File: src/rtl/ser_irq_pkg.sv
package ser_irq_pkg;

    // control register indices
    localparam int unsigned IDX_CMD    = 0;
    localparam int unsigned IDX_ENA    = 1;
    // status register indices
    localparam int unsigned IDX_STAT0  = 0;
    localparam int unsigned IDX_STAT1  = 1;
    localparam int unsigned IDX_PEND   = 3;

    // command codes
    localparam logic [7:0] CMD_CLR_RX   = 8'h20;
    localparam logic [7:0] CMD_CLR_TX   = 8'h28;
    localparam logic [7:0] CMD_CLR_BOTH = 8'h38;

    // bit positions
    localparam int unsigned B_AVAIL    = 0;  // status 0
    localparam int unsigned B_TEMPTY   = 2;  // status 0
    localparam int unsigned B_ALLSENT  = 0;  // status 1
    localparam int unsigned B_A_RX     = 5;  // pending
    localparam int unsigned B_A_TX     = 4;
    localparam int unsigned B_B_RX     = 2;
    localparam int unsigned B_B_TX     = 1;
    localparam int unsigned B_EN_RX    = 0;  // enable register
    localparam int unsigned B_EN_TX    = 1;

    typedef enum logic [1:0] {
        CH_QUIET     = 2'd0,
        CH_RX_PEND   = 2'd1,
        CH_TX_PEND   = 2'd2,
        CH_BOTH_PEND = 2'd3
    } chan_state_e;

endpackage

File: src/rtl/ser_chan_ctl.sv
module ser_chan_ctl
    import ser_irq_pkg::*;
#(
    parameter int unsigned DATA_W = 8,
    parameter int unsigned IDX_W  = 4
) (
    input  logic              clk,
    input  logic              rst_n,
    input  logic              wr_stb,
    input  logic              rd_stb,
    input  logic              data_sel,
    input  logic [IDX_W-1:0]  idx,
    input  logic [DATA_W-1:0] wdata,
    input  logic              rx_stb,
    input  logic [DATA_W-1:0] rx_data,
    output logic              rx_pend,
    output logic              tx_pend,
    output logic              en_rx,
    output logic              en_tx,
    output logic [DATA_W-1:0] stat0,
    output logic [DATA_W-1:0] stat1,
    output logic [DATA_W-1:0] rx_hold
);

    chan_state_e state_q, state_d;

    logic              avail_q, tempty_q, allsent_q;
    logic [1:0]        ena_q;
    logic [DATA_W-1:0] hold_q;

    logic cmd_wr, ena_wr, tx_wr, data_rd;
    logic clr_rx, clr_tx;
    logic rx_cur, tx_cur, rx_nxt, tx_nxt;

    // event decode
    always_comb begin
        cmd_wr  = wr_stb && !data_sel && (idx == IDX_W'(IDX_CMD));
        ena_wr  = wr_stb && !data_sel && (idx == IDX_W'(IDX_ENA));
        tx_wr   = wr_stb && data_sel;
        data_rd = rd_stb && data_sel;
        clr_rx  = data_rd ||
                  (cmd_wr && ((wdata[7:0] == CMD_CLR_RX) || (wdata[7:0] == CMD_CLR_BOTH)));
        clr_tx  = cmd_wr && ((wdata[7:0] == CMD_CLR_TX) || (wdata[7:0] == CMD_CLR_BOTH));
    end

    // next-state: set beats clear
    always_comb begin
        rx_cur = 1'b0;
        tx_cur = 1'b0;
        unique case (state_q)
            CH_QUIET:     begin rx_cur = 1'b0; tx_cur = 1'b0; end
            CH_RX_PEND:   begin rx_cur = 1'b1; tx_cur = 1'b0; end
            CH_TX_PEND:   begin rx_cur = 1'b0; tx_cur = 1'b1; end
            CH_BOTH_PEND: begin rx_cur = 1'b1; tx_cur = 1'b1; end
        endcase
        rx_nxt = rx_stb || (rx_cur && !clr_rx);
        tx_nxt = tx_wr  || (tx_cur && !clr_tx);
        unique case ({rx_nxt, tx_nxt})
            2'b00: state_d = CH_QUIET;
            2'b10: state_d = CH_RX_PEND;
            2'b01: state_d = CH_TX_PEND;
            2'b11: state_d = CH_BOTH_PEND;
        endcase
    end

    // state register
    always_ff @(posedge clk or negedge rst_n) begin
        if (!rst_n) state_q <= CH_QUIET;
        else        state_q <= state_d;
    end

    // status and data registers
    always_ff @(posedge clk or negedge rst_n) begin
        if (!rst_n) begin
            avail_q   <= 1'b0;
            tempty_q  <= 1'b0;
            allsent_q <= 1'b0;
            ena_q     <= 2'b00;
            hold_q    <= '0;
        end else begin
            if (tx_wr) begin
                tempty_q  <= 1'b1;
                allsent_q <= 1'b1;
            end
            if (ena_wr) ena_q <= {wdata[B_EN_TX], wdata[B_EN_RX]};
            if (rx_stb) begin
                hold_q  <= rx_data;
                avail_q <= 1'b1;
            end else if (data_rd) begin
                avail_q <= 1'b0;
            end
        end
    end

    // outputs
    always_comb begin
        rx_pend = 1'b0;
        tx_pend = 1'b0;
        unique case (state_q)
            CH_QUIET:     ;
            CH_RX_PEND:   rx_pend = 1'b1;
            CH_TX_PEND:   tx_pend = 1'b1;
            CH_BOTH_PEND: begin rx_pend = 1'b1; tx_pend = 1'b1; end
        endcase
        stat0            = '0;
        stat0[B_AVAIL]   = avail_q;
        stat0[B_TEMPTY]  = tempty_q;
        stat1            = '0;
        stat1[B_ALLSENT] = allsent_q;
        en_rx            = ena_q[0];
        en_tx            = ena_q[1];
        rx_hold          = hold_q;
    end


    rx_set_chk: assert property (@(posedge clk) disable iff (!rst_n)
        rx_stb |=> (rx_pend && stat0[B_AVAIL]));


    tx_set_chk: assert property (@(posedge clk) disable iff (!rst_n)
        tx_wr |=> (tx_pend && stat0[B_TEMPTY] && stat1[B_ALLSENT]));


    rd_clear_chk: assert property (@(posedge clk) disable iff (!rst_n)
        (data_rd && !rx_stb) |=> (!rx_pend && !stat0[B_AVAIL]));


    cmd_tx_clr_chk: assert property (@(posedge clk) disable iff (!rst_n)
        clr_tx |=> !tx_pend);


    cmd_keeps_avail_chk: assert property (@(posedge clk) disable iff (!rst_n)
        (cmd_wr && !rx_stb) |=> $stable(stat0[B_AVAIL]));


    ena_no_flag_chk: assert property (@(posedge clk) disable iff (!rst_n)
        (ena_wr && !rx_stb) |=> (rx_pend == $past(rx_pend) && tx_pend == $past(tx_pend)));

endmodule

File: src/rtl/ser_irq_status.sv
module ser_irq_status
    import ser_irq_pkg::*;
#(
    parameter int unsigned DATA_W = 8
) (
    input  logic              clk,
    input  logic              rst_n,
    input  logic [1:0]        rx_pend,
    input  logic [1:0]        tx_pend,
    input  logic [1:0]        en_rx,
    input  logic [1:0]        en_tx,
    output logic [DATA_W-1:0] pend_vec,
    output logic              irq
);

    always_comb begin
        pend_vec         = '0;
        pend_vec[B_A_RX] = rx_pend[0];
        pend_vec[B_A_TX] = tx_pend[0];
        pend_vec[B_B_RX] = rx_pend[1];
        pend_vec[B_B_TX] = tx_pend[1];
        irq = |((rx_pend & en_rx) | (tx_pend & en_tx));
    end


    irq_needs_flag_chk: assert property (@(posedge clk) disable iff (!rst_n)
        (pend_vec == '0) |-> !irq);


    pend_bits_chk: assert property (@(posedge clk) disable iff (!rst_n)
        $countones(pend_vec) == $countones({rx_pend, tx_pend}));

endmodule

File: src/rtl/ser_dual_irq_stat.sv
module ser_dual_irq_stat
    import ser_irq_pkg::*;
#(
    parameter int unsigned DATA_W = 8,
    parameter int unsigned IDX_W  = 4
) (
    input  logic              clk,
    input  logic              rst_n,
    input  logic              bus_wr,
    input  logic              bus_rd,
    input  logic              bus_ch,
    input  logic              bus_dsel,
    input  logic [IDX_W-1:0]  bus_idx,
    input  logic [DATA_W-1:0] bus_wdata,
    output logic [DATA_W-1:0] bus_rdata,
    input  logic [1:0]        rx_strobe,
    input  logic [DATA_W-1:0] rx_byte_a,
    input  logic [DATA_W-1:0] rx_byte_b,
    output logic              irq
);

    localparam int unsigned NUM_CH = 2;

    logic [1:0]        rx_pend, tx_pend, en_rx, en_tx;
    logic [DATA_W-1:0] stat0   [NUM_CH];
    logic [DATA_W-1:0] stat1   [NUM_CH];
    logic [DATA_W-1:0] hold    [NUM_CH];
    logic [DATA_W-1:0] rx_in   [NUM_CH];
    logic [DATA_W-1:0] pend_vec;
    logic [DATA_W-1:0] rd_sel;
    logic [DATA_W-1:0] rdata_q;
    logic              rd_ok;

    assign rx_in[0] = rx_byte_a;
    assign rx_in[1] = rx_byte_b;
    assign rd_ok    = bus_rd && !bus_wr;

    for (genvar c = 0; c < NUM_CH; c++) begin : g_ch
        ser_chan_ctl #(.DATA_W(DATA_W), .IDX_W(IDX_W)) u_chan (
            .clk      (clk),
            .rst_n    (rst_n),
            .wr_stb   (bus_wr && (bus_ch == 1'(c))),
            .rd_stb   (rd_ok  && (bus_ch == 1'(c))),
            .data_sel (bus_dsel),
            .idx      (bus_idx),
            .wdata    (bus_wdata),
            .rx_stb   (rx_strobe[c]),
            .rx_data  (rx_in[c]),
            .rx_pend  (rx_pend[c]),
            .tx_pend  (tx_pend[c]),
            .en_rx    (en_rx[c]),
            .en_tx    (en_tx[c]),
            .stat0    (stat0[c]),
            .stat1    (stat1[c]),
            .rx_hold  (hold[c])
        );
    end

    ser_irq_status #(.DATA_W(DATA_W)) u_stat (
        .clk      (clk),
        .rst_n    (rst_n),
        .rx_pend  (rx_pend),
        .tx_pend  (tx_pend),
        .en_rx    (en_rx),
        .en_tx    (en_tx),
        .pend_vec (pend_vec),
        .irq      (irq)
    );

    // read mux
    always_comb begin
        rd_sel = '0;
        if (bus_dsel) begin
            rd_sel = hold[bus_ch];
        end else begin
            case (bus_idx)
                IDX_W'(IDX_STAT0): rd_sel = stat0[bus_ch];
                IDX_W'(IDX_STAT1): rd_sel = stat1[bus_ch];
                IDX_W'(IDX_PEND):  rd_sel = bus_ch ? '0 : pend_vec;
                default:           rd_sel = '0;
            endcase
        end
    end

    always_ff @(posedge clk or negedge rst_n) begin
        if (!rst_n)     rdata_q <= '0;
        else if (rd_ok) rdata_q <= rd_sel;
        else            rdata_q <= '0;
    end

    assign bus_rdata = rdata_q;


    no_read_zero_chk: assert property (@(posedge clk) disable iff (!rst_n)
        !rd_ok |=> (bus_rdata == '0));


    b_pend_zero_chk: assert property (@(posedge clk) disable iff (!rst_n)
        (rd_ok && bus_ch && !bus_dsel && bus_idx == IDX_W'(IDX_PEND)) |=> (bus_rdata == '0));


    reset_quiet_chk: assert property (@(posedge clk)
        !rst_n |-> (!irq && bus_rdata == '0));

endmodule

File: config.mk
export PLATFORM = sky130hd
export DESIGN_NAME = ser_dual_irq_stat
export DESIGN_NICKNAME = d
export VERILOG_FILES = /design/src/rtl/ser_irq_pkg.sv /design/src/rtl/ser_chan_ctl.sv /design/src/rtl/ser_irq_status.sv /design/src/rtl/ser_dual_irq_stat.sv
export SDC_FILE = /design/constraint.sdc
export NUM_CORES = 1
export LEC_CHECK = 0
export ABC_AREA = 1
export BUFFER_PORTS_ARGS = -buffer_cell sky130_fd_sc_hd__buf_4
export CAP_MARGIN = 15
export CORE_ASPECT_RATIO = 0.6
export CORE_MARGIN = 5
export CORE_UTILIZATION = 55
export DETAILED_ROUTE_END_ITERATION = 7
export GPL_TIMING_DRIVEN = 0
export HOLD_SLACK_MARGIN = 0.08
export PLACE_DENSITY = 0.82
export SETUP_SLACK_MARGIN = 0.4
export SLEW_MARGIN = 40
export SYNTH_ARGS = -nofsm -noshare
export SYNTH_HDL_FRONTEND = slang
export SYNTH_SLANG_ARGS = --single-unit
File: constraint.sdc
create_clock -name clk -period 2.2 [get_ports clk]
set_clock_uncertainty 0.15 [all_clocks]
set_input_delay 0.44 -clock clk [delete_from_list [all_inputs] [get_ports clk]]
set_output_delay 0.44 -clock clk [all_outputs]
set_load 0.01 [all_outputs]
## Word-level counts from Yosys, hierarchy flattened

Cells that the tools add are included.

- Order comparisons: 1
- Eq/ne operators: 17
- Multiplexer cells: 27
- Bitwise gates (word level): 5
- Reduce and logical (&&, ||, !) cells: 53

Operator list:

| kind | count |
|---|---|
| 8-bit 2-to-1 mux | 9 |
| 8-bit by 6-bit equality test with 1-bit output, second input constant | 3 |
| 8-bit one-hot mux with 3 select lines | 1 |
| 1-bit logical AND | 23 |
| 2-bit OR reduction | 9 |
| 2-bit equality test, second input constant | 8 |
| 2-bit one-hot mux with 4 select lines | 2 |
| 1-bit 2-to-1 mux | 9 |
| 2-bit by 1-bit equality test with 1-bit output, second input constant | 4 |
| 2-bit logical NOT | 4 |
| 1-bit logical OR | 8 |
| 1-bit one-hot mux with 2 select lines | 4 |
| 1-bit logical NOT | 6 |
| 6-bit 2-to-1 mux | 1 |
| 2-bit AND | 2 |
| 4-bit by 1-bit equality test with 1-bit output, second input constant | 1 |
| 4-bit by 2-bit equality test with 1-bit output, second input constant | 1 |
| 4-bit logical NOT | 1 |
| 2-bit nonzero test | 2 |
| 3-bit 2-to-1 mux | 1 |
| 2-bit greater-or-equal comparator, second input constant | 1 |
| 1-bit NOT with 2-bit output | 1 |
| 2-bit bitwise OR | 1 |
| 1-bit NOT | 1 |

- Register bits after elaboration: 36
- Logic and storage cells: 114

## Depth between registers and ports, before layout

Gate-level depths: netlist (run 1).

- Depth after elaboration: 11
- Depth in mapped cells: 8

## Cells and area by module

A second synthesis (run 1) with hierarchy kept.

- Cell total of the unflattened synthesis: 398
- Area, all modules: 2,581.2 µm²

By module, submodules not included:

| module | times used | cells an instance | area each (µm²) | seq. area each (µm²) |
|---|---|---|---|---|
| ser_chan_ctl | 2 | 104 | 782.0 | 350.3 |
| ser_dual_irq_stat | 1 | 172 | 919.6 | 200.2 |
| ser_irq_status | 1 | 18 | 97.6 | 0.0 |

## Worst setup path after synthesis (run 1)

Ideal clock, no wire load.

- Path kind: input-to-reg
- Start point: in bus_ch
- End point: reg g_ch[0].u_chan.state_q[0]
- Library setup time: 0.122 ns
- Data arrival time: 1.051 ns
- Slack: 0.877 ns
- Cell stages on the path: 7
- Buffers on the path: 1
- Cells stage by stage: buf_4 nor2_4 nand2_1 inv_2 nor2_1 nand2_1 nand2_1

- Longest elaborated chain between the ends: 11
- Elaborated cells on any way between the ends: 21

Ends and longest elaborated chain:

| element | RTL line | RTL |
|---|---|---|
| from (decl) | ser_dual_irq_stat.sv:11 | `input logic bus_ch,` |
| 1-bit NOT (*) | ser_dual_irq_stat.sv:42, ser_dual_irq_stat.sv:43 |  |
| 1-bit logical AND | ser_dual_irq_stat.sv:42 | `.wr_stb (bus_wr && (bus_ch == 1'(c))),` |
| 1-bit logical AND (2 in a row) | ser_chan_ctl.sv:37 | `cmd_wr = wr_stb && !data_sel && (idx == IDX_W'(IDX_CMD));` |
| 1-bit logical AND | ser_chan_ctl.sv:42 | `(cmd_wr && ((wdata[7:0] == CMD_CLR_RX) \|\| (wdata[7:0] == CMD_CLR_BOTH)));` |
| 1-bit logical OR | ser_chan_ctl.sv:41 | `clr_rx = data_rd \|\|` |
| 1-bit logical NOT | ser_chan_ctl.sv:56 | `rx_nxt = rx_stb \|\| (rx_cur && !clr_rx);` |
| 1-bit logical AND | ser_chan_ctl.sv:56 |  |
| 1-bit logical OR | ser_chan_ctl.sv:56 |  |
| 2-bit equality test (tied with other cells) | ser_chan_ctl.sv:58 | `unique case ({rx_nxt, tx_nxt})` |
| 2-bit one-hot mux with 4 select lines (*) | ser_chan_ctl.sv:58 |  |
| named net g_ch[0].u_chan.state_d[0] | ser_chan_ctl.sv:25 | `chan_state_e state_q, state_d;` |
| to (signal assigned) | ser_chan_ctl.sv:69 | `else state_q <= state_d;` |
| to (decl) | ser_chan_ctl.sv:25 |  |

Mark *: on every way through the listed nets, which the timed path passes. The rest lies on a longest branch.
A chain may end at the register's enable or synchronous reset.

## Worst setup path after layout (run 1)

- Start point: reg g_ch[0].u_chan.state_q[0]
- End point: out irq

- Longest elaborated chain between the ends: 6
- Elaborated cells on any way between the ends: 11

Ends and longest elaborated chain:

| element | RTL line | RTL |
|---|---|---|
| 2-bit by 1-bit equality test with 1-bit output or 2-bit equality test (tied branches) | ser_chan_ctl.sv:99 | `unique case (state_q)` |
| 2-bit OR reduction (no line) | - |  |
| 1-bit 2-to-1 mux | ser_chan_ctl.sv:99 |  |
| 2-bit AND | ser_irq_status.sv:22 | `irq = \|((rx_pend & en_rx) \| (tx_pend & en_tx));` |
| 2-bit bitwise OR (*) | ser_irq_status.sv:22 |  |
| 2-bit OR reduction (*) | ser_irq_status.sv:22 |  |
| to (decl) | ser_dual_irq_stat.sv:19 | `output logic irq` |

Mark *: on every way between the ends. The rest lies on a longest branch, timed or not.

==> results of run 1 <==
[worst register-to-register path: stages, from the launching register on]
cell	delay [ns]
dfrtp_1	0.34
nand2_1	0.05
nand2_1	0.12
nand2_1	0.07
nand2_1	0.07
nand2_1	0.05
a21oi_1	0.17
[per-layer routing]
| layer | vias to the layer above | global-route usage | part of all wire |
|---|---|---|---|
| li1 | 746 | - | - |
| met1 | 634 | 0.2948 | 0.52 |
| met2 | 42 | 0.2830 | 0.39 |
| met3 | 8 | 0.06357 | 0.080 |
| met4 | 0 | 0.07584 | 0.014 |
| met5 | - | 0 | 0 |
[area by class of cell]
| cell class | instances | area share |
|---|---|---|
| Clock buffer | 5 | 0.03230 |
| Multi-Input combinational cell | 140 | 0.2824 |
| Clock inverter | 3 | 0.01996 |
| Inverter | 31 | 0.05461 |
| Tap cell | 42 | 0.02466 |
| Sequential cell | 36 | 0.4228 |
| Buffer | 3 | 0.007046 |
| Timing Repair Buffer | 44 | 0.1562 |
[stage by stage]
stage	instance area, sq um	power, uW
after global routing	2131	1575
after CTS	2131	1509
after detailed placement	2009	935.6
final	2131	1502
after floorplan	1634	827.7
after global placement	2009	929.3
[power by group through the flow]
stage          clock [uW]  sequential [uW]  combinational, uW
2_1_floorplan           0              734               94.0
3_3_place_gp            0              738                191
3_5_place_dp            0              739                197
4_1_cts               584              726                199
5_1_grt               617              730                227
6_report              577              727                198
[registers in the layout (all words and copies together) (netlist names)]
| name | cells |
|---|---|
| g_ch.u_chan.state_q | 4 |
| g_ch.u_chan.tempty_q | 2 |
| g_ch.u_chan.ena_q | 4 |
| g_ch.u_chan.avail_q | 2 |
| bus_rdata | 8 |
| g_ch.u_chan.rx_hold | 16 |
[worst max-delay path by stage]
stage,from,to,cells past startpoint
after floorplan,bus_ch,g_ch[0].u_chan.state_q[0],7
after global placement,bus_idx[2],g_ch[1].u_chan.state_q[0],9
after detailed placement,bus_idx[2],g_ch[0].u_chan.state_q[0],9
after CTS,g_ch[0].u_chan.state_q[1],irq,3
after global routing,g_ch[0].u_chan.state_q[1],irq,3
final,g_ch[0].u_chan.state_q[0],irq,3
[kinds of logic after synthesis]
kind of cell,Yosys count
AND/OR/NAND/NOR,115
flip-flops,36
buffers and inverters,34
AO/OA/AOI/OAI,25
[repair_timing]
action / 4_1_cts / 5_1_grt
buffers inserted: 0 / 0
gates resized for setup: 0 / 0
hold buffers: 1 / 0
hold endpoints to repair: 36 / 0
[cell usage in the layout (no fill, tap or decap), drive strengths merged]
cell type,synthesis,routed
clkbuf,2,7
clkinvlp,0,1
nand2,91,91
a22oi,5,5
dfrtp,36,36
nor2,16,16
a21oi,5,5
nand4,2,2
or2,1,1
nand3,5,5
inv,31,31
dlygate4sd3,0,1
o21ai,12,12
buf,1,44
o22ai,3,3
bufinv,0,1
clkinv,0,1
==> flow_summary.toml, run 1 <==
[drt]
drt-pass1-iter-count = 4
route.vias.total = 1430
drt_iter0_drc = 119
ant_nets = 0
finalWirelength_um = 3681
avgViaCountPerCell = 4.704
drc_errors = 0
wl_per_cell_um = 12.11

[yosys]
synth_common_cells = "nand2_1 (91), dfrtp_1 (36), inv_1 (25), nor2_1 (14), o21ai_0 (7)"
synth_fa_ha_area_frac = 0
synth_cell_types = 16
synth_area_per_cell_sq_um = 7.781
yosys_warnings = 0
yosys_register_bits = 36
synth-xor-area-share = 0
synthDominantCellAreaShare = 0.5513
synthesis.nets = 246
yosysMostFrequentCell = "nand2_1"
synth_compound_area_frac = 0.08652
synth_top_family_by_area = "simple AND/OR/NAND/NOR gates"
synth_seq_area_share = 0.5513
synthArstFlopShare = 1.000
synthSimpleGateAreaFrac = 0.2818
syn_inst = 210
syn_area_sq_mm = 0.001634
synthTopCellsByArea = "dfrtp_1 (55%), nand2_1 (21%), inv_1 (5.7%), nor2_1 (3.2%), a22oi_1 (2.3%)"
synth_top_area_cell = "dfrtp_1"
synth_enable_flop_cells = 0
synthFlopType = "dfrtp_1"
synth.area.mux_share = 0

[clock_tree]
cts_buffer_depth = 2
tritoncts = "done"
clk_latency_ns = 0.29
path_clk_slew_ns = 0.07
cts_buffers = 5
root_buffer = "clkbuf_8"
cts_sinks = 36
htree_levels = 2

[layout]
finalNetCount = 297
syn_to_final_growth_pct = 30.40
nFillCells = 244
seq_area_sq_um = 900.9
multiInputGateArea_sq_um = 601.8
final_cells = 304
diodes = 0
drive_above_1_share = 0.2290
final_util = 0.7469

[sta]
finalCriticalPeriod_ns = 1.637
slew_viol_final = 0
grt_setup_unrepaired = "no"
fin_hold_ws_ns = 0.1927
slew_headroom = 0.7097
fmax_ghz = 0.6108
fin_ws_ns = 0.5627
setup_viol_count_final = 0
hold_viol_final = 0
worst_pin_slew_ns = 0.4355
post-route-period-util = 0.7442
fin_tns_setup_ns = 0

[worst_setup_path]
r2r_slack_ns = 1.10
critPathKind = "flop to output pin"
worst_r2r_endpoint = "bus_rdata[2]"
path_buf_inv = 1
rr_worst_depth = 6
worst_r2r_startpoint = "g_ch[1].u_chan.tempty_q"
cp_slowest_stage_delay_ns = 0.42
critPathMaxFanout = 3
worstPathArrival_ns = 1.05
cp_slowest_cell = "dfrtp_1"
cp.required_ns = 1.61
crit_chain = "nand2_1 > nand4_1 > buf_4"
end_kind = "output pin"
critPathTopFamily = "flip-flops"
startpoint_type = "flop"

[run]
max_cap_violations = 0

[pwr]
clkPwrFrac = 0.384
ir_drop_mv = 0.7004
p_seq_frac = 0.484
p_comb_frac = 0.132
power_switching_share = 0.2467
p_per_area_mw_per_mm2 = 704.9
p_leak_uw = 0.001167
power_switching_uw = 370.6
intPower_uw = 1131

[global_route]
grt_max_degree = 37
grtUsageTotal = 0.2030
overflow = 0
first_global_vias = 1400
antenna_found_initial = 0
grt_pass1_wl_um = 6258

[hold_path]
hold_path_end = "g_ch[0].u_chan.rx_hold[7]"
min_from = "rx_strobe[0]"
hp-class = "primary input to flop"
hold_depth = 2

[floorplanning]
dieHeight_um = 52.22
die_w_um = 80.37
io_pins = 45
rows = 15
core-area_sq_mm = 0.002853
start_util = 0.5728
dieArea_sq_mm = 0.004197

[placement]
dp_cells = 295
dp_hpwl_um = 2925
io_buffers = 43
place_ws_ns = 0.6038
finalWeightedCongestion = 0.8909

[run_status]
status = "finished clean"
No activity file was read; power rests on OpenSTA's default activity.
==> run 2: changes to the inputs <==
--- a/config.mk
+++ b/config.mk
@@ -10,11 +10,11 @@
 export CAP_MARGIN = 15
 export CORE_ASPECT_RATIO = 0.6
 export CORE_MARGIN = 5
-export CORE_UTILIZATION = 55
+export CORE_UTILIZATION = 46
 export DETAILED_ROUTE_END_ITERATION = 7
 export GPL_TIMING_DRIVEN = 0
 export HOLD_SLACK_MARGIN = 0.08
-export PLACE_DENSITY = 0.82
+export PLACE_DENSITY = 0.73
 export SETUP_SLACK_MARGIN = 0.4
 export SLEW_MARGIN = 40
 export SYNTH_ARGS = -nofsm -noshare
==> constraint.sdc (replaced) <==
create_clock -name clk -period 1.3 [get_ports clk]
set_clock_uncertainty 0.15 [all_clocks]
set_input_delay 0.26 -clock clk [delete_from_list [all_inputs] [get_ports clk]]
set_output_delay 0.26 -clock clk [all_outputs]
set_load 0.01 [all_outputs]
==> run 2 against run 1 <==
The run now ends with negative hold slack, negative setup slack left. Count of clock-buffer cells in the layout up 2. Worst setup slack worse by 0.68 ns. Total power up 68%. Non-clock buffer count up 10. Critical path depth unchanged. Register-to-register slack worse by 0.89 ns. Via count up 12%. First-iteration DRC count up 1.7%. Clock power up 48%. Design area up 16%. Flip-flop and latch count unchanged. Die area up 16%. Largest cell class unchanged. Highest routed layer unchanged.
==> flow_summary.toml, run 2 (synthesis results as in run 1) <==
[placement]
io_buffers = 43
placed_cell_area_sq_mm = 0.002096
dp_hpwl_um = 3107
dp_cells = 298
finalWeightedCongestion = 0.8829

[layout]
multiInputGateArea_sq_um = 747.0
diodes = 0
syn_to_final_growth_pct = 51.84
seq_area_sq_um = 900.9
drive_above_1_share = 0.3985
largest_register_ffs = 16
nFillCells = 251
finalNetCount = 307
final_cells = 316
final_area_sq_mm = 0.002481
final_common_cell = "nand2_1"
layout_common_cells = "nand2_1 (81), dfrtp_1 (36), buf_4 (36)"

[clock_tree]
root_buffer = "clkbuf_8"
clk_latency_ns = 0.29
tritoncts = "done"
cts_sinks = 36
cts_buffer_depth = 2
htree_levels = 2
path_clk_slew_ns = 0.07
cts_buffers = 5

[global_route]
grt_pass1_wl_um = 6720
grtUsageTotal = 0.1846
antenna_found_initial = 0
overflow = 0
first_global_vias = 1392
grt_max_degree = 37

[sta]
fmax_ghz = 0.7073
fin_hold_ws_ns = -0.2393
slew_viol_final = 0
worst_pin_slew_ns = 0.4470
post-route-period-util = 1.088
grt_setup_unrepaired = "yes"
finalCriticalPeriod_ns = 1.414
hold_viol_final = 36
fin_tns_setup_ns = -0.1138
setup_viol_count_final = 1
fin_ws_ns = -0.1138
slew_headroom = 0.7020

[run]
max_cap_violations = 0

[pwr]
p_per_area_mw_per_mm2 = 1018
p_leak_uw = 0.001248
finalPower_uw = 2527
ir_drop_mv = 0.7361

[floorplanning]
core-area_sq_mm = 0.003343
dieArea_sq_mm = 0.004883
rows = 16
die_w_um = 86.95
start_util = 0.4888
dieHeight_um = 56.17
io_pins = 45

[worst_setup_path]
critPathKind = "flop to output pin"
worstPathArrival_ns = 1.00
cp.required_ns = 0.89
startpoint_type = "flop"
end_kind = "output pin"
critPathMaxFanout = 2

[drt]
ant_nets = 0
drt-pass1-iter-count = 5
route.vias.total = 1600
avgViaCountPerCell = 5.063
drc_errors = 0
finalWirelength_um = 4463
wl_per_cell_um = 14.12
drt_iter0_drc = 121

[run_status]
status = "finished, violations left"
failed_checks = "negative hold slack, negative setup slack"

[hold_path]
hp-class = "primary input to asynchronous set/reset pin"
-- run 2: cell types whose count changed in the layout (fill, tap and decap cells not counted), moves of 6 or more --
cell,previous run,this run
inv_1,25,15
buf_4,44,36
buf_6,0,15
nand2_1,91,81
nand2_2,0,8
nor2_1,14,6
nor2_4,2,8
-- run 2: where the power goes --
| part | switching (uW) | total [uW] | internal [uW] |
|---|---|---|---|
| logic | 229 | 437 | 208 |
| clock network | 381 | 852 | 472 |
| registers | 45.0 | 1240 | 1190 |
-- run 2: what timing repair did --
action                     in CTS  in global routing
setup endpoints to repair      20                 24
pin swaps                      16                 15
gates resized for setup        32                 27
hold endpoints to repair       52                 52
setup buffers                   4                  7
-- run 2: metrics by stage --
step	setup slack, ns	utilization
6_report	-0.1138	0.7421
5_1_grt	-0.1819	0.7421
4_1_cts	-0.1046	0.6972
3_5_place_dp	-0.04373	0.6269
3_3_place_gp	-0.02560	0.6269
2_1_floorplan	0.2454	-
-- run 2: final cells by class --
cell class	instances	share of cell area
clock buffer	7	0.03883
tap	45	0.02269
inverter	31	0.06606
buffer	3	0.01109
multi-input combinational	140	0.3011
sequential	36	0.3631
timing repair buffer	54	0.1972
-- run 2: per-layer routing --
metal / global-route usage / vias to the layer above / routed length (um)
li1: - / 770 / -
met1: 0.2688 / 738 / 2035
met2: 0.2443 / 87 / 1964
met3: 0.07249 / 5 / 436
met4: 0.06444 / 0 / 27
met5: 0 / - / 0
-- run 2: path summary, 6_finish.rpt --
path	start	to	slack [ns]	depth (start not counted)
max	g_ch[0].u_chan.state_q[0]	irq	-0.11	3
min	rst_n	bus_rdata[4]	-0.24	1
max reg2reg	g_ch[1].u_chan.tempty_q	bus_rdata[2]	0.21	6
min reg2reg	g_ch[0].u_chan.tempty_q	g_ch[0].u_chan.tempty_q	0.32	2
max in group asynchronous	rst_n	g_ch[0].u_chan.state_q[1]	0.91	1
min in group clk	rx_byte_a[1]	g_ch[0].u_chan.rx_hold[1]	0.02	3
-- run 2: worst max-delay path, stage by stage, from the launching register on --
cell,delay [ns]
dfrtp_1,0.41
nand2_1,0.07
nand4_1,0.09
buf_4,0.15
==> run 3: changes to the inputs <==
--- a/config.mk
+++ b/config.mk
@@ -11,10 +11,12 @@
 export CORE_ASPECT_RATIO = 0.6
 export CORE_MARGIN = 5
 export CORE_UTILIZATION = 46
+export CTS_CLUSTER_DIAMETER = 80
 export DETAILED_ROUTE_END_ITERATION = 7
 export GPL_TIMING_DRIVEN = 0
 export HOLD_SLACK_MARGIN = 0.08
-export PLACE_DENSITY = 0.73
+export PLACE_DENSITY = 0.78
+export REMOVE_ABC_BUFFERS = 1
 export SETUP_SLACK_MARGIN = 0.4
 export SLEW_MARGIN = 40
 export SYNTH_ARGS = -nofsm -noshare
==> run 3 against run 2 <==
Global-route usage up 0.18 points. The run still ends with negative hold slack, negative setup slack left. Highest routed layer unchanged. Critical path type unchanged. Sequential power hardly changed. Largest cell class unchanged. Combinational power down 4%. Non-clock buffer count shrank 5. Flip-flop and latch count unchanged. Total power decreased by 0.35%. Via count fell by 2.1%.
==> flow_summary.toml, run 3 (synthesis results as in run 1) <==
[run_status]
status = "finished, violations left"
failed_checks = "negative hold slack, negative setup slack"

[global_route]
first_global_vias = 1470
overflow = 0
grtUsageTotal = 0.1864
grt_pass1_wl_um = 6962
antenna_found_initial = 0
grt_max_degree = 37

[clock_tree]
root_buffer = "clkbuf_8"
path_clk_slew_ns = 0.07
tritoncts = "done"
htree_levels = 2
clk_latency_ns = 0.29
cts_buffer_depth = 2
cts_sinks = 36
cts_buffers = 5

[layout]
largest_register_ffs = 16
syn_to_final_growth_pct = 46.09
drive_above_1_share = 0.3985
layout_common_cells = "nand2_1 (81), dfrtp_1 (36), buf_4 (34)"
finalNetCount = 302
diodes = 0
final_common_cell = "nand2_1"
final_util = 0.7141

[drt]
ant_nets = 0
avgViaCountPerCell = 5.035
finalWirelength_um = 4526
drt_iter0_drc = 179
wl_per_cell_um = 14.55
route.vias.total = 1566
drc_errors = 0
drt-pass1-iter-count = 4

[placement]
finalWeightedCongestion = 0.8557
place_ws_ns = -0.07661
dp_hpwl_um = 2863
io_buffers = 44

[pwr]
p_leak_uw = 0.001227
p_per_area_mw_per_mm2 = 1055
ir_drop_mv = 0.6508

[sta]
post-route-period-util = 1.095
fin_hold_ws_ns = -0.2389
grt_setup_unrepaired = "yes"
fmax_ghz = 0.7024
worst_pin_slew_ns = 0.4558
fin_ws_ns = -0.1238
finalCriticalPeriod_ns = 1.424
hold_viol_final = 36
slew_headroom = 0.6961
setup_viol_count_final = 1
slew_viol_final = 0

[worst_setup_path]
worstPathArrival_ns = 1.01
crit_chain = "nand2_1 > nand4_1 > buf_4"
startpoint_type = "flop"
cp_slowest_cell = "dfrtp_1"
end_kind = "output pin"
startpoint = "g_ch[0].u_chan.state_q[0]"
critPathKind = "flop to output pin"
cp_slowest_stage_delay_ns = 0.41
worst_r2r_startpoint = "g_ch[0].u_chan.state_q[1]"
cp.required_ns = 0.89
critPathMaxFanout = 2

[floorplanning]
dieHeight_um = 56.17
core-area_sq_mm = 0.003343
dieArea_sq_mm = 0.004883
rows = 16
start_util = 0.4888
io_pins = 45
die_w_um = 86.95

[hold_path]
hp-class = "primary input to asynchronous set/reset pin"

[run]
max_cap_violations = 0
-- run 3: cell types whose count changed in the layout (fill, tap and decap cells not counted), moves of 2 or more --
cell      before  now
o22ai_1        3    1
inv_2          9   11
clkbuf_1       2    0
nand2_4        1    3
o22ai_2        0    2
inv_12         2    0
buf_12         2    0
buf_4         36   34
buf_6         15   17
-- run 3: what timing repair did --
item                                    in CTS  in global routing
endpoints found under the setup margin      26                 27
hold endpoints to repair                    52                 52
buffers inserted                             6                  2
pin swaps                                   14                 16
gates resized for setup                     43                 31
-- run 3: area by class of cell --
type / instances / area, sq um
Fill cell: 243 / 955.9
Tap cell: 45 / 56.30
Timing Repair Buffer: 52 / 461.7
Clock buffer: 7 / 96.34
Sequential cell: 36 / 900.9
Inverter: 31 / 133.9
Multi-Input combinational cell: 140 / 738.2
-- run 3: per-stage QoR --
step | power [uW] | cells | area (sq um) | TNS [ns]
finish | 2518 | 311 | 2387 | -0.1238
global route | 2625 | 311 | 2387 | -0.1519
detailed placement | 1584 | 296 | 2006 | -0.2396
global placement | 1574 | 296 | 2006 | -0.1500
CTS | 2478 | 309 | 2266 | -0.1194
floorplan | 1388 | 207 | 1619 | 0
-- run 3: power breakdown --
group	total [uW]	internal [uW]	switching [uW]
Combinational	419	196	223
Clock	860	472	388
Sequential	1240	1190	46.3
Total	2520	1860	658
-- run 3: critical path: cells and delay by family (launching register included) --
family	cells	cell delay [ns]
DFF	1	0.41
and+or+nand+nor	2	0.16
buffers and inverters	1	0.15
-- run 3: final timing paths --
path | endpoint | slack (ns) | cells past startpoint
worst max-delay path | irq | -0.12 | 3
worst min-delay path | g_ch[1].u_chan.ena_q[0] | -0.24 | 1
worst max register to register | bus_rdata[4] | 0.26 | 4
worst min register to register | g_ch[0].u_chan.tempty_q | 0.32 | 2
max in group asynchronous | g_ch[1].u_chan.tempty_q | 0.91 | 1
min in group clk | g_ch[0].u_chan.rx_hold[5] | 0.02 | 3
-- run 3: per-layer routing --
| layer | GRT usage | up-vias | part of all wire |
|---|---|---|---|
| met5 | 0 | - | 0 |
| met4 | 0.07111 | 0 | 0.017 |
| met3 | 0.06805 | 11 | 0.12 |
| met2 | 0.2443 | 89 | 0.43 |
| met1 | 0.2744 | 711 | 0.44 |
| li1 | - | 755 | - |
